==> config.mk <==
export PLATFORM = sky130hd
export DESIGN_NAME = audio_frame_seq
export DESIGN_NICKNAME = d
export VERILOG_FILES = /design/src/rtl/afs_pkg.sv /design/src/rtl/afs_ctrl.sv /design/src/rtl/afs_datapath.sv /design/src/rtl/audio_frame_seq.sv
export SDC_FILE = /design/constraint.sdc
export NUM_CORES = 1
export LEC_CHECK = 0
export CORE_MARGIN = 5
export CORE_UTILIZATION = 40
export CTS_CLUSTER_DIAMETER = 150
export DETAILED_ROUTE_END_ITERATION = 16
export PLACE_DENSITY = 0.67
export SYNTH_ARGS = -nofsm -noshare
export SYNTH_HDL_FRONTEND = slang
export SYNTH_HIERARCHICAL = 1
export SYNTH_SLANG_ARGS = --single-unit
export TNS_END_PERCENT = 5
==> constraint.sdc <==
create_clock -name clk -period 3.2 [get_ports clk]
set_input_delay 0.64 -clock clk [delete_from_list [all_inputs] [get_ports clk]]
set_output_delay 0.64 -clock clk [all_outputs]
set_load 0.02 [all_outputs]
==> src/rtl/afs_pkg.sv <==
package afs_pkg;

  localparam int STEP_W  = 3;
  localparam int PHASE_W = 8;
  localparam int ENV_DEC_BITS = 3;
  localparam int SWEEP_SUB_BITS = 2;

  // Control to datapath strobes, all combinational for the current cycle.
  typedef struct packed {
    logic clearAll;     // power is off: hold everything at zero
    logic powerOnLoad;  // power rising this cycle: load start values
    logic presetOne;    // divider bit high at power-up: phase starts at one
    logic serviceEvt;   // this edge is serviced
    logic advancePhase; // serviced edge that also bumps the phase counter
  } seqCtrl_t;

  typedef struct packed {
    logic len;
    logic sweep;
    logic env;
  } stepFlags_t;

  // Decode of the eight-position step pattern.
  function automatic stepFlags_t decodeStep(input logic [STEP_W-1:0] s);
    stepFlags_t f;
    f.len   = (s[0] == 1'b0) && (s < 3'd7);
    f.sweep = (s == 3'd2) || (s == 3'd6);
    f.env   = (s == 3'd7);
    return f;
  endfunction

endpackage

==> src/rtl/afs_ctrl.sv <==
module afs_ctrl
  import afs_pkg::*;
(
  input  logic     clk,
  input  logic     rstN,
  input  logic     divFallPulse,
  input  logic     powerEn,
  input  logic     divBitHigh,
  output seqCtrl_t ctrl
);

  logic powerQ;
  logic skipFlag;
  logic noIncFlag;
  logic edgeLive;

  always_comb begin
    edgeLive          = powerEn && powerQ && divFallPulse;
    ctrl.clearAll     = !powerEn;
    ctrl.powerOnLoad  = powerEn && !powerQ;
    ctrl.presetOne    = powerEn && !powerQ && divBitHigh;
    ctrl.serviceEvt   = edgeLive && !skipFlag;
    ctrl.advancePhase = edgeLive && !skipFlag && !noIncFlag;
  end

  always_ff @(posedge clk or negedge rstN) begin
    if (!rstN) begin
      powerQ    <= 1'b0;
      skipFlag  <= 1'b0;
      noIncFlag <= 1'b0;
    end else begin
      powerQ <= powerEn;
      if (!powerEn) begin
        skipFlag  <= 1'b0;
        noIncFlag <= 1'b0;
      end else if (!powerQ) begin
        skipFlag  <= divBitHigh;
        noIncFlag <= 1'b0;
      end else if (edgeLive) begin
        if (skipFlag) begin
          skipFlag  <= 1'b0;
          noIncFlag <= 1'b1;
        end else begin
          noIncFlag <= 1'b0;
        end
      end
    end
  end

endmodule

==> src/rtl/afs_datapath.sv <==
module afs_datapath
  import afs_pkg::*;
(
  input  logic               clk,
  input  logic               rstN,
  input  seqCtrl_t           ctrl,
  output logic               lenStrobe,
  output logic               sweepStrobe,
  output logic               envStrobe,
  output logic               envDecStrobe,
  output logic [STEP_W-1:0]  stepIdx,
  output logic [PHASE_W-1:0] phaseCnt
);

  localparam logic [PHASE_W-1:0] PHASE_ONE = PHASE_W'(1);

  logic [PHASE_W-1:0] nextPhase;
  stepFlags_t         curFlags;

  always_comb begin
    nextPhase = ctrl.advancePhase ? phaseCnt + PHASE_ONE : phaseCnt;
    curFlags  = decodeStep(stepIdx);
  end

  always_ff @(posedge clk or negedge rstN) begin
    if (!rstN) begin
      stepIdx      <= '0;
      phaseCnt     <= '0;
      lenStrobe    <= 1'b0;
      sweepStrobe  <= 1'b0;
      envStrobe    <= 1'b0;
      envDecStrobe <= 1'b0;
    end else begin
      lenStrobe    <= 1'b0;
      sweepStrobe  <= 1'b0;
      envStrobe    <= 1'b0;
      envDecStrobe <= 1'b0;
      if (ctrl.clearAll) begin
        stepIdx  <= '0;
        phaseCnt <= '0;
      end else if (ctrl.powerOnLoad) begin
        stepIdx  <= '0;
        phaseCnt <= ctrl.presetOne ? PHASE_ONE : '0;
      end else if (ctrl.serviceEvt) begin
        stepIdx      <= stepIdx + STEP_W'(1);
        phaseCnt     <= nextPhase;
        lenStrobe    <= curFlags.len;
        sweepStrobe  <= curFlags.sweep;
        envStrobe    <= curFlags.env;
        envDecStrobe <= &nextPhase[ENV_DEC_BITS-1:0];
      end
    end
  end

endmodule

==> src/rtl/audio_frame_seq.sv <==
module audio_frame_seq
  import afs_pkg::*;
(
  input  logic               clk,
  input  logic               rstN,
  input  logic               divFallPulse,
  input  logic               powerEn,
  input  logic               divBitHigh,
  output logic               lenStrobe,
  output logic               sweepStrobe,
  output logic               envStrobe,
  output logic               envDecStrobe,
  output logic               extraLenPhase,
  output logic               sweepSubTick,
  output logic [STEP_W-1:0]  stepIdx,
  output logic [PHASE_W-1:0] phaseCnt
);

  seqCtrl_t ctrl;

  afs_ctrl u_ctrl (
    .clk          (clk),
    .rstN         (rstN),
    .divFallPulse (divFallPulse),
    .powerEn      (powerEn),
    .divBitHigh   (divBitHigh),
    .ctrl         (ctrl)
  );

  afs_datapath u_dp (
    .clk          (clk),
    .rstN         (rstN),
    .ctrl         (ctrl),
    .lenStrobe    (lenStrobe),
    .sweepStrobe  (sweepStrobe),
    .envStrobe    (envStrobe),
    .envDecStrobe (envDecStrobe),
    .stepIdx      (stepIdx),
    .phaseCnt     (phaseCnt)
  );

  assign extraLenPhase = phaseCnt[0];
  assign sweepSubTick  = &phaseCnt[SWEEP_SUB_BITS-1:0];

endmodule

==> results of run 1 <==
==> area by class of cell <==
type | instances | area [um^2]
fill | 189 | 876
sequential | 18 | 450
multi-input combinational | 59 | 382
timing repair buffer | 23 | 225
clock buffer | 4 | 36.3
tap | 27 | 33.8
inverter | 5 | 18.8
==> flip-flops by register name, summed over array words and instances, names as in the netlist <==
name,cells
u_dp/sweepStrobe,1
u_ctrl/powerQ,1
u_dp/phaseCnt,8
u_ctrl/skipFlag,1
u_ctrl/noIncFlag,1
u_dp/lenStrobe,1
u_dp/stepIdx,3
u_dp/envStrobe,1
u_dp/envDecStrobe,1
==> layout by cell type (no fill, tap or decap), types with 2 or more instances in the layout <==
| master | count |
|---|---|
| nand2_1 | 7 |
| clkdlybuf4s50_1 | 21 |
| ha_1 | 4 |
| or3_1 | 2 |
| mux2i_1 | 3 |
| inv_1 | 5 |
| or4_1 | 2 |
| nor2_1 | 8 |
| o31ai_1 | 2 |
| clkbuf_4 | 3 |
| and3_1 | 4 |
| o21ai_0 | 3 |
| xor2_1 | 2 |
| nand3_1 | 3 |
| dfrtp_1 | 18 |
| buf_4 | 2 |
| xnor2_1 | 2 |
| a21oi_1 | 6 |
==> through the flow <==
stage | std cells | hold slack (ns) | power [uW] | instance area [um^2]
after floorplan | 85 | 0.344 | 256 | 867
after global placement | 132 | 0.521 | 275 | 1110
after detailed placement | 132 | 0.522 | 275 | 1110
after CTS | 136 | 0.546 | 416 | 1150
after global routing | 136 | 0.589 | 429 | 1150
final | 136 | 0.541 | 408 | 1150
==> final timing paths <==
kind                                         end              from  slack [ns]  cells after the start
worst min register to register  u_ctrl/noIncFlag  u_ctrl/noIncFlag        0.54                      2
worst max-delay path            u_dp/phaseCnt[6]      divFallPulse        0.90                      7
min in group asynchronous       u_dp/phaseCnt[0]              rstN        0.81                      1
max in group asynchronous       u_dp/phaseCnt[2]              rstN        1.89                      1
worst min-delay path            u_ctrl/noIncFlag  u_ctrl/noIncFlag        0.54                      2
worst max register to register  u_dp/phaseCnt[6]   u_ctrl/skipFlag        1.41                      5
==> routing by layer <==
metal | global-route usage (%) | up-vias
li1 | - | 350
met1 | 14.9 | 344
met2 | 20.0 | 15
met3 | 2.98 | 2
met4 | 6.10 | 0
met5 | 0 | -
==> cell families after synthesis <==
group	after synthesis
adders and majority gates	4
and+or+nand+nor	34
buffers and inverters	8
muxes	3
AOI/OAI and AO/OA	14
DFF	18
xor gates and xnor gates	4
==> worst max-delay path, cell delays in order <==
cell and delay (ns):
clkdlybuf4s50_1 0.50, inv_1 0.08, nor4_1 0.29, buf_4 0.20
nand3_1 0.12, or4_1 0.53, a21oi_1 0.16
==> power groups by stage <==
| stage | Sequential, uW | Combinational [uW] | Clock, uW |
|---|---|---|---|
| 2_1_floorplan | 240 | 16.5 | 0 |
| 3_3_place_gp | 239 | 36.2 | 0 |
| 3_5_place_dp | 239 | 36.4 | 0 |
| 4_1_cts | 234 | 36.7 | 146 |
| 5_1_grt | 235 | 40.6 | 154 |
| 6_report | 234 | 35.9 | 138 |
==> flow_summary.ini, run 1 <==
[status]
status = completed

[global_routing]
gr-total-overflow = 0
grt.total_usage_pct = 12.2
grt_max_degree = 19
antenna_found_initial = 0
grt_pass1_wl_um = 3060
grt_pass1_vias = 696

[logic_synthesis]
synth_fa_ha_area_share_pct = 5.77
synth_top_area_share_pct = 51.9
yosys.cell_count.top_type = dfrtp_1
synth-compound-area-share_pct = 9.96
synth-xor-area-share_pct = 4.04
synth_top_area_cell = dfrtp_1
async_flop_share_pct = 100
synth_area_um2 = 867
muxShareOfSynthArea_pct = 3.46
synthCells = 85
synth.distinct_cells = 29
avgSynthCellArea_um2 = 10.2
synth_top_family_by_area = simple AND/OR/NAND/NOR gates
ys_warn_count = 6
yosys_most_used_dff = dfrtp_1
synth-simple-area-share_pct = 20.8
synth_common_cells = 18 x dfrtp_1, 8 x nor2_1, 7 x nand2_1
yosysSeqAreaShare_pct = 51.9
synth_nets = 94
ys_ff_latch = 18
synth_edf_count = 0
synth_area_leaders = dfrtp_1 52%, ha_1 5.8%, a21oi_1 3.5%, mux2i_1 3.5%, nor2_1 3.5%

[route]
via_per_inst = 5.23
highest_layer = met4
num_vias = 711
first_pass_iters = 4
wl_per_cell_um = 13.1
wl_met1_um = 783
drtIter0Drc = 10
routed_wirelength_um = 1790
wl_met3_um = 100
wl_met2_um = 888
drc = 0
ant_nets = 0

[sta]
min_period_ns = 2.30
relSlewSlack_pct = 45.5
finalSetupTns_ns = 0
drv_slew = 0
worst_slack_ns = 0.899
setup_violations = 0
worst_slew_pin_slew_ns = 0.815
finalHoldViolCount = 0
fin_skew_ns = 0.00330
fmax_mhz = 435
rsz0062_at_grt = false
min_period_over_period_pct = 71.9

[power_and_ir_drop]
ir_drop_mv = 0.245
combPwrFrac_pct = 8.8
clkPwrFrac_pct = 33.8
power.density_mw_per_mm2 = 356
swShare_pct = 22.8
intPower_uw = 315
leakagePower_uw = 0.000514
switching_power_uw = 92.9
p_seq_share_pct = 57.4

[cells_and_area]
final_nets = 119
diodes = 0
drive_above_1_share_pct = 8.26
syn_to_final_growth_pct = 32.2
final_core_util_pct = 56.7

[clock_tree]
ctsResizeCount = 0
cts_buffers = 3
h-tree-depth = 1
clock_latency_ns = 0.29
cts_max_path_buffers = 2
clock-root-buffer = clkbuf_4
clock_sinks = 18
clk_pin_slew_ns = 0.10
hold_buffers = 0
postCtsSetupBuffers = 0
cts_tree = done

[worst_setup_path]
required_ns = 3.42
end_kind = register
cp.arrival_ns = 2.52
crit_type = in -> reg
crit_fanout = 7
critPathLaunchType = input port

[floorplanning]
die_area_mm2 = 0.00320
rows = 16
core_area_mm2 = 0.00202
fp.dieW_um = 56.6
die_h_um = 56.6
floorplan.initialDensity_pct = 42.9
top_level_ports = 22

[hold_path]
hold_path_class = reg -> reg

[place]
gp_congestion = 0.801
port_buffers = 21
dp_hpwl_um = 1330
pre_cts_ws_ns = 0.602

[flow_run]
cap_violations = 0
Note: power is estimated with default switching activity, not from simulation.
==> run 2, diff against run 1 <==
--- a/config.mk
+++ b/config.mk
@@ -9,7 +9,7 @@
 export CORE_UTILIZATION = 40
 export CTS_CLUSTER_DIAMETER = 150
 export DETAILED_ROUTE_END_ITERATION = 16
-export PLACE_DENSITY = 0.67
+export PLACE_DENSITY = 0.7
 export SYNTH_ARGS = -nofsm -noshare
 export SYNTH_HDL_FRONTEND = slang
 export SYNTH_HIERARCHICAL = 1
==> constraint.sdc (replaced) <==
create_clock -name clk -period 2 [get_ports clk]
set_input_delay 0.4 -clock clk [delete_from_list [all_inputs] [get_ports clk]]
set_output_delay 0.4 -clock clk [all_outputs]
set_load 0.02 [all_outputs]
==> run 2 against run 1 <==
Register-to-register slack worse by 1.1 ns. First-iteration DRC count fell by 10%. Global-route usage decreased by 0.45 points. Sequential share of layout area fell by 2.1 points. Critical endpoint unchanged. Largest cell class unchanged. Largest power group unchanged.
==> flow_summary.ini, run 2 (synthesis results as in run 1) <==
[cells_and_area]
syn_to_final_growth_pct = 40.1
largest-register = u_dp/phaseCnt
final_common_cell = clkdlybuf4s50_1
finalNonFillerCells = 143
largest_reg_flops = 8
final_cell_mix = 21 x clkdlybuf4s50_1, 17 x dfrtp_1, 9 x buf_4
largestRegisters = u_dp/phaseCnt (8), u_dp/stepIdx (3)
diodes = 0
drive_above_1_share_pct = 15.5
final_cell_area_mm2 = 0.00121
final_nets = 126

[sta]
finalSetupTns_ns = 0
min_period_over_period_pct = 95.0
holdWs_ns = 0.427
finalHoldViolCount = 0
drv_slew = 0
rsz0062_at_grt = false
relSlewSlack_pct = 82.4
fmax_mhz = 526
worst_slew_pin_slew_ns = 0.261
setup_violations = 0
min_period_ns = 1.90
fin_skew_ns = 0.00114

[route]
wl_met3_um = 84
highest_layer = met4
ant_nets = 0
routed_wirelength_um = 1850
first_pass_iters = 4
wl_met2_um = 894
drc = 0
wl_met1_um = 840
drtIter0Drc = 9
num_vias = 731
via_per_inst = 5.11
wl_per_cell_um = 13.0

[power_and_ir_drop]
leakagePower_uw = 0.000546
power.density_mw_per_mm2 = 545
power_uw = 662
ir_drop_mv = 0.358

[place]
placed_cell_area_mm2 = 0.00117
dp_hpwl_um = 1430
port_buffers = 21
gp_congestion = 0.795
dp.cells = 139

[worst_setup_path]
required_ns = 2.22
cp.arrival_ns = 2.12
end_kind = register
crit_fanout = 3
critPathLaunchType = input port
crit_type = in -> reg

[clock_tree]
clock_latency_ns = 0.28
cts_buffers = 3
cts_max_path_buffers = 2
cts_tree = done
h-tree-depth = 1
clock-root-buffer = clkbuf_4
clk_pin_slew_ns = 0.10
clock_sinks = 18

[floorplanning]
die_h_um = 56.6
rows = 16
top_level_ports = 22
die_area_mm2 = 0.00320
floorplan.initialDensity_pct = 42.9
core_area_mm2 = 0.00202
fp.dieW_um = 56.6

[global_routing]
grt_max_degree = 19
antenna_found_initial = 0
grt_pass1_wl_um = 3020
gr-total-overflow = 0
grt_pass1_vias = 710
grt.total_usage_pct = 11.8

[flow_run]
cap_violations = 0

[status]
status = completed

[hold_path]
hold_path_class = in -> async
==> run 2: changes by cell type in the layout (fill, tap and decap cells not counted), sizes merged <==
cell  before  now
buf        2    9
==> run 2: repair_timing <==
item	4_1_cts	5_1_grt
endpoints found under the setup margin	0	5
resized for setup	0	2
setup buffers	0	0
hold endpoints to repair	0	0
hold buffers	0	0
==> run 2: area by class of cell <==
cell class,count,area (um^2)
Sequential cell,18,452
Timing Repair Buffer,30,278
Clock buffer,4,36.3
Multi-Input combinational cell,59,397
Inverter,5,18.8
Tap cell,27,33.8
Fill cell,184,807
==> run 2: per-stage QoR <==
stage / setup WS [ns] / utilization (%)
final: 0.0998 / 60.1
after detailed placement: -0.254 / 57.8
after floorplan: 0.168 / -
after global placement: -0.219 / 57.8
after CTS: 0.0466 / 59.6
after global routing: 0.00726 / 60.1
==> run 2: critical path, stage by stage <==
cell,delay (ns)
clkdlybuf4s50_1,0.47
inv_1,0.08
nor4_4,0.33
nand3_1,0.16
or4_1,0.53
a21oi_1,0.15
==> run 2: final timing paths <==
check                                       from                to  slack, ns  depth (start not counted)
worst max-delay path                divFallPulse  u_dp/phaseCnt[6]        0.1                          6
worst min-delay path                        rstN     u_ctrl/powerQ       0.43                          2
worst min register to register  u_dp/phaseCnt[7]  u_dp/phaseCnt[7]       0.56                          2
min in group clk                u_dp/phaseCnt[7]  u_dp/phaseCnt[7]       0.56                          2
max in group asynchronous                   rstN  u_dp/phaseCnt[0]       1.36                          2
worst max register to register     u_ctrl/powerQ  u_dp/phaseCnt[6]       0.31                          6
==> run 2: power breakdown <==
part	total, uW	internal [uW]	switching [uW]
sequential	375	369	6.69
combinational	67.2	31.2	35.9
clock	220	111	109
==> run 2: layer usage <==
layer,GRT usage (%),up-vias
met5,0,-
met1,13.8,343
met2,20.3,18
met4,5.42,0
met3,2.52,4
li1,-,366
==> run 3, diff against run 2 <==
--- a/config.mk
+++ b/config.mk
@@ -6,10 +6,10 @@
 export NUM_CORES = 1
 export LEC_CHECK = 0
 export CORE_MARGIN = 5
-export CORE_UTILIZATION = 40
+export CORE_UTILIZATION = 42
 export CTS_CLUSTER_DIAMETER = 150
 export DETAILED_ROUTE_END_ITERATION = 16
-export PLACE_DENSITY = 0.7
+export PLACE_DENSITY = 0.73
 export SYNTH_ARGS = -nofsm -noshare
 export SYNTH_HDL_FRONTEND = slang
 export SYNTH_HIERARCHICAL = 1
==> run 3 against run 2 <==
Routed wire length up 0.38%. Sequential cell count unchanged. Largest cell class unchanged. Utilization up 1.1 points. Global-route usage up 1.6 points. Maximum frequency down 0.34%. Sequential share of layout area up 0.43 points. Via count up 0.68%. Count of clock-buffer cells in the layout down 1.
==> flow_summary.ini, run 3 (synthesis results as in run 1) <==
[status]
status = completed

[sta]
fin_skew_ns = 0.00153
worst_slew_pin_slew_ns = 0.287
min_period_ns = 1.91
drv_slew = 0
fmax_mhz = 524
rsz0062_at_grt = false
finalHoldViolCount = 0
setup_violations = 0
relSlewSlack_pct = 80.8
min_period_over_period_pct = 95.3

[cells_and_area]
finalNonFillerCells = 142
regArea_um2 = 452
final_cell_mix = 21 x clkdlybuf4s50_1, 17 x dfrtp_1, 9 x buf_4
syn_to_final_growth_pct = 38.5
drive_above_1_share_pct = 14.8
final_nets = 126
final_common_cell = clkdlybuf4s50_1
largest-register = u_dp/phaseCnt
multi_input_area_um2 = 397
nFillCells = 197
largestRegisters = u_dp/phaseCnt (8), u_dp/stepIdx (3)
diodes = 0
largest_reg_flops = 8

[worst_setup_path]
slowest_stage = or4_1
required_ns = 2.22
crit_type = in -> reg
critPathLaunchType = input port
r2r_slack_ns = 0.27
crit_chain = clkdlybuf4s50_1, inv_1, nor4_4, nand3_1, or4_1, a21oi_1
cp.arrival_ns = 2.13
r2r_cells = 6
reg2reg_to = u_dp/phaseCnt[6]
r2r-start = u_ctrl/powerQ
critPathMaxStageDelay_ns = 0.54
end_kind = register
crit_fanout = 3

[global_routing]
antenna_found_initial = 0
grt_pass1_wl_um = 3350
grt_max_degree = 19
gr-total-overflow = 0
grt.total_usage_pct = 13.4
grt_pass1_vias = 754

[power_and_ir_drop]
power_uw = 622
ir_drop_mv = 0.323
power.density_mw_per_mm2 = 518
leakagePower_uw = 0.000539

[route]
drc = 0
ant_nets = 0
first_pass_iters = 4
drtIter0Drc = 10
wl_per_cell_um = 13.1
routed_wirelength_um = 1860
via_per_inst = 5.18
num_vias = 736

[place]
dp_hpwl_um = 1380
gp_congestion = 0.853
port_buffers = 21
dp.cells = 139

[clock_tree]
cts_tree = done
clock-root-buffer = clkbuf_4
clk_pin_slew_ns = 0.10
clock_sinks = 18
clock_latency_ns = 0.29
cts_buffers = 3
h-tree-depth = 1
cts_max_path_buffers = 2

[floorplanning]
fp.dieW_um = 55.4
top_level_ports = 22
die_h_um = 55.4
core_area_mm2 = 0.00196
rows = 16
floorplan.initialDensity_pct = 44.2
die_area_mm2 = 0.00307

[flow_run]
cap_violations = 0

[hold_path]
hold_path_class = in -> async
-- run 3: cell types whose count changed in the layout (fill, tap and decap cells not counted), sizes merged --
cell / change
clkbuf: -1
-- run 3: worst max-delay path by stage --
stage                           startpoint               end  slack, ns  cells after the start
after global placement        divFallPulse  u_dp/phaseCnt[6]      -0.21                      6
final                         divFallPulse  u_dp/phaseCnt[6]       0.09                      6
after floorplan               divFallPulse  u_dp/phaseCnt[6]       0.17                      5
after detailed placement      divFallPulse  u_dp/phaseCnt[6]      -0.26                      6
after CTS                 u_dp/phaseCnt[0]      sweepSubTick       0.04                      2
after global routing          divFallPulse  u_dp/phaseCnt[6]      0.007                      6
-- run 3: per-layer routing --
metal  wire length [um]  GRT usage (%)
met2                936           22.5
met1                842           16.0
met4                 10           6.25
met3                 71           3.26
met5                  0              0
-- run 3: where the power goes --
| part | internal (uW) | leakage (uW) | switching [uW] | total (uW) |
|---|---|---|---|---|
| Clock | 70.0 | 0.0000138 | 109 | 179 |
| Sequential | 369 | 0.000246 | 6.90 | 376 |
| Combinational | 31.1 | 0.000279 | 36.0 | 67.1 |
| Total | 470 | 0.000539 | 152 | 622 |
-- run 3: worst max-delay path: cells and delay by family --
family,cells,cell delay [ns]
buffers and inverters,2,0.55
AO/OA/AOI/OAI,1,0.15
AND/OR/NAND/NOR,3,1.02
-- run 3: metrics by stage --
stage	setup WS (ns)	hold slack (ns)	area [um^2]	setup TNS, ns	utilization, %
floorplan	0.168	0.104	873	0	-
global placement	-0.207	0.532	1170	-1.12	59.6
detailed placement	-0.261	0.546	1170	-1.27	59.6
CTS	0.0397	0.416	1190	0	60.7
global route	0.00742	0.436	1200	0	61.2
finish	0.0934	0.427	1200	0	61.2
-- run 3: cell type report --
class | count | share of cell area (%)
Clock buffer | 3 | 1.88
Multi-Input combinational cell | 59 | 33.0
Timing Repair Buffer | 30 | 23.1
Inverter | 5 | 1.56
Sequential cell | 18 | 37.6
Tap cell | 27 | 2.81
-- run 3: timing repair --
item	CTS	global route
hold buffers	0	0
gates resized for setup	0	2
buffers inserted	0	0
endpoints found under the hold margin	0	0
setup endpoints to repair	0	5
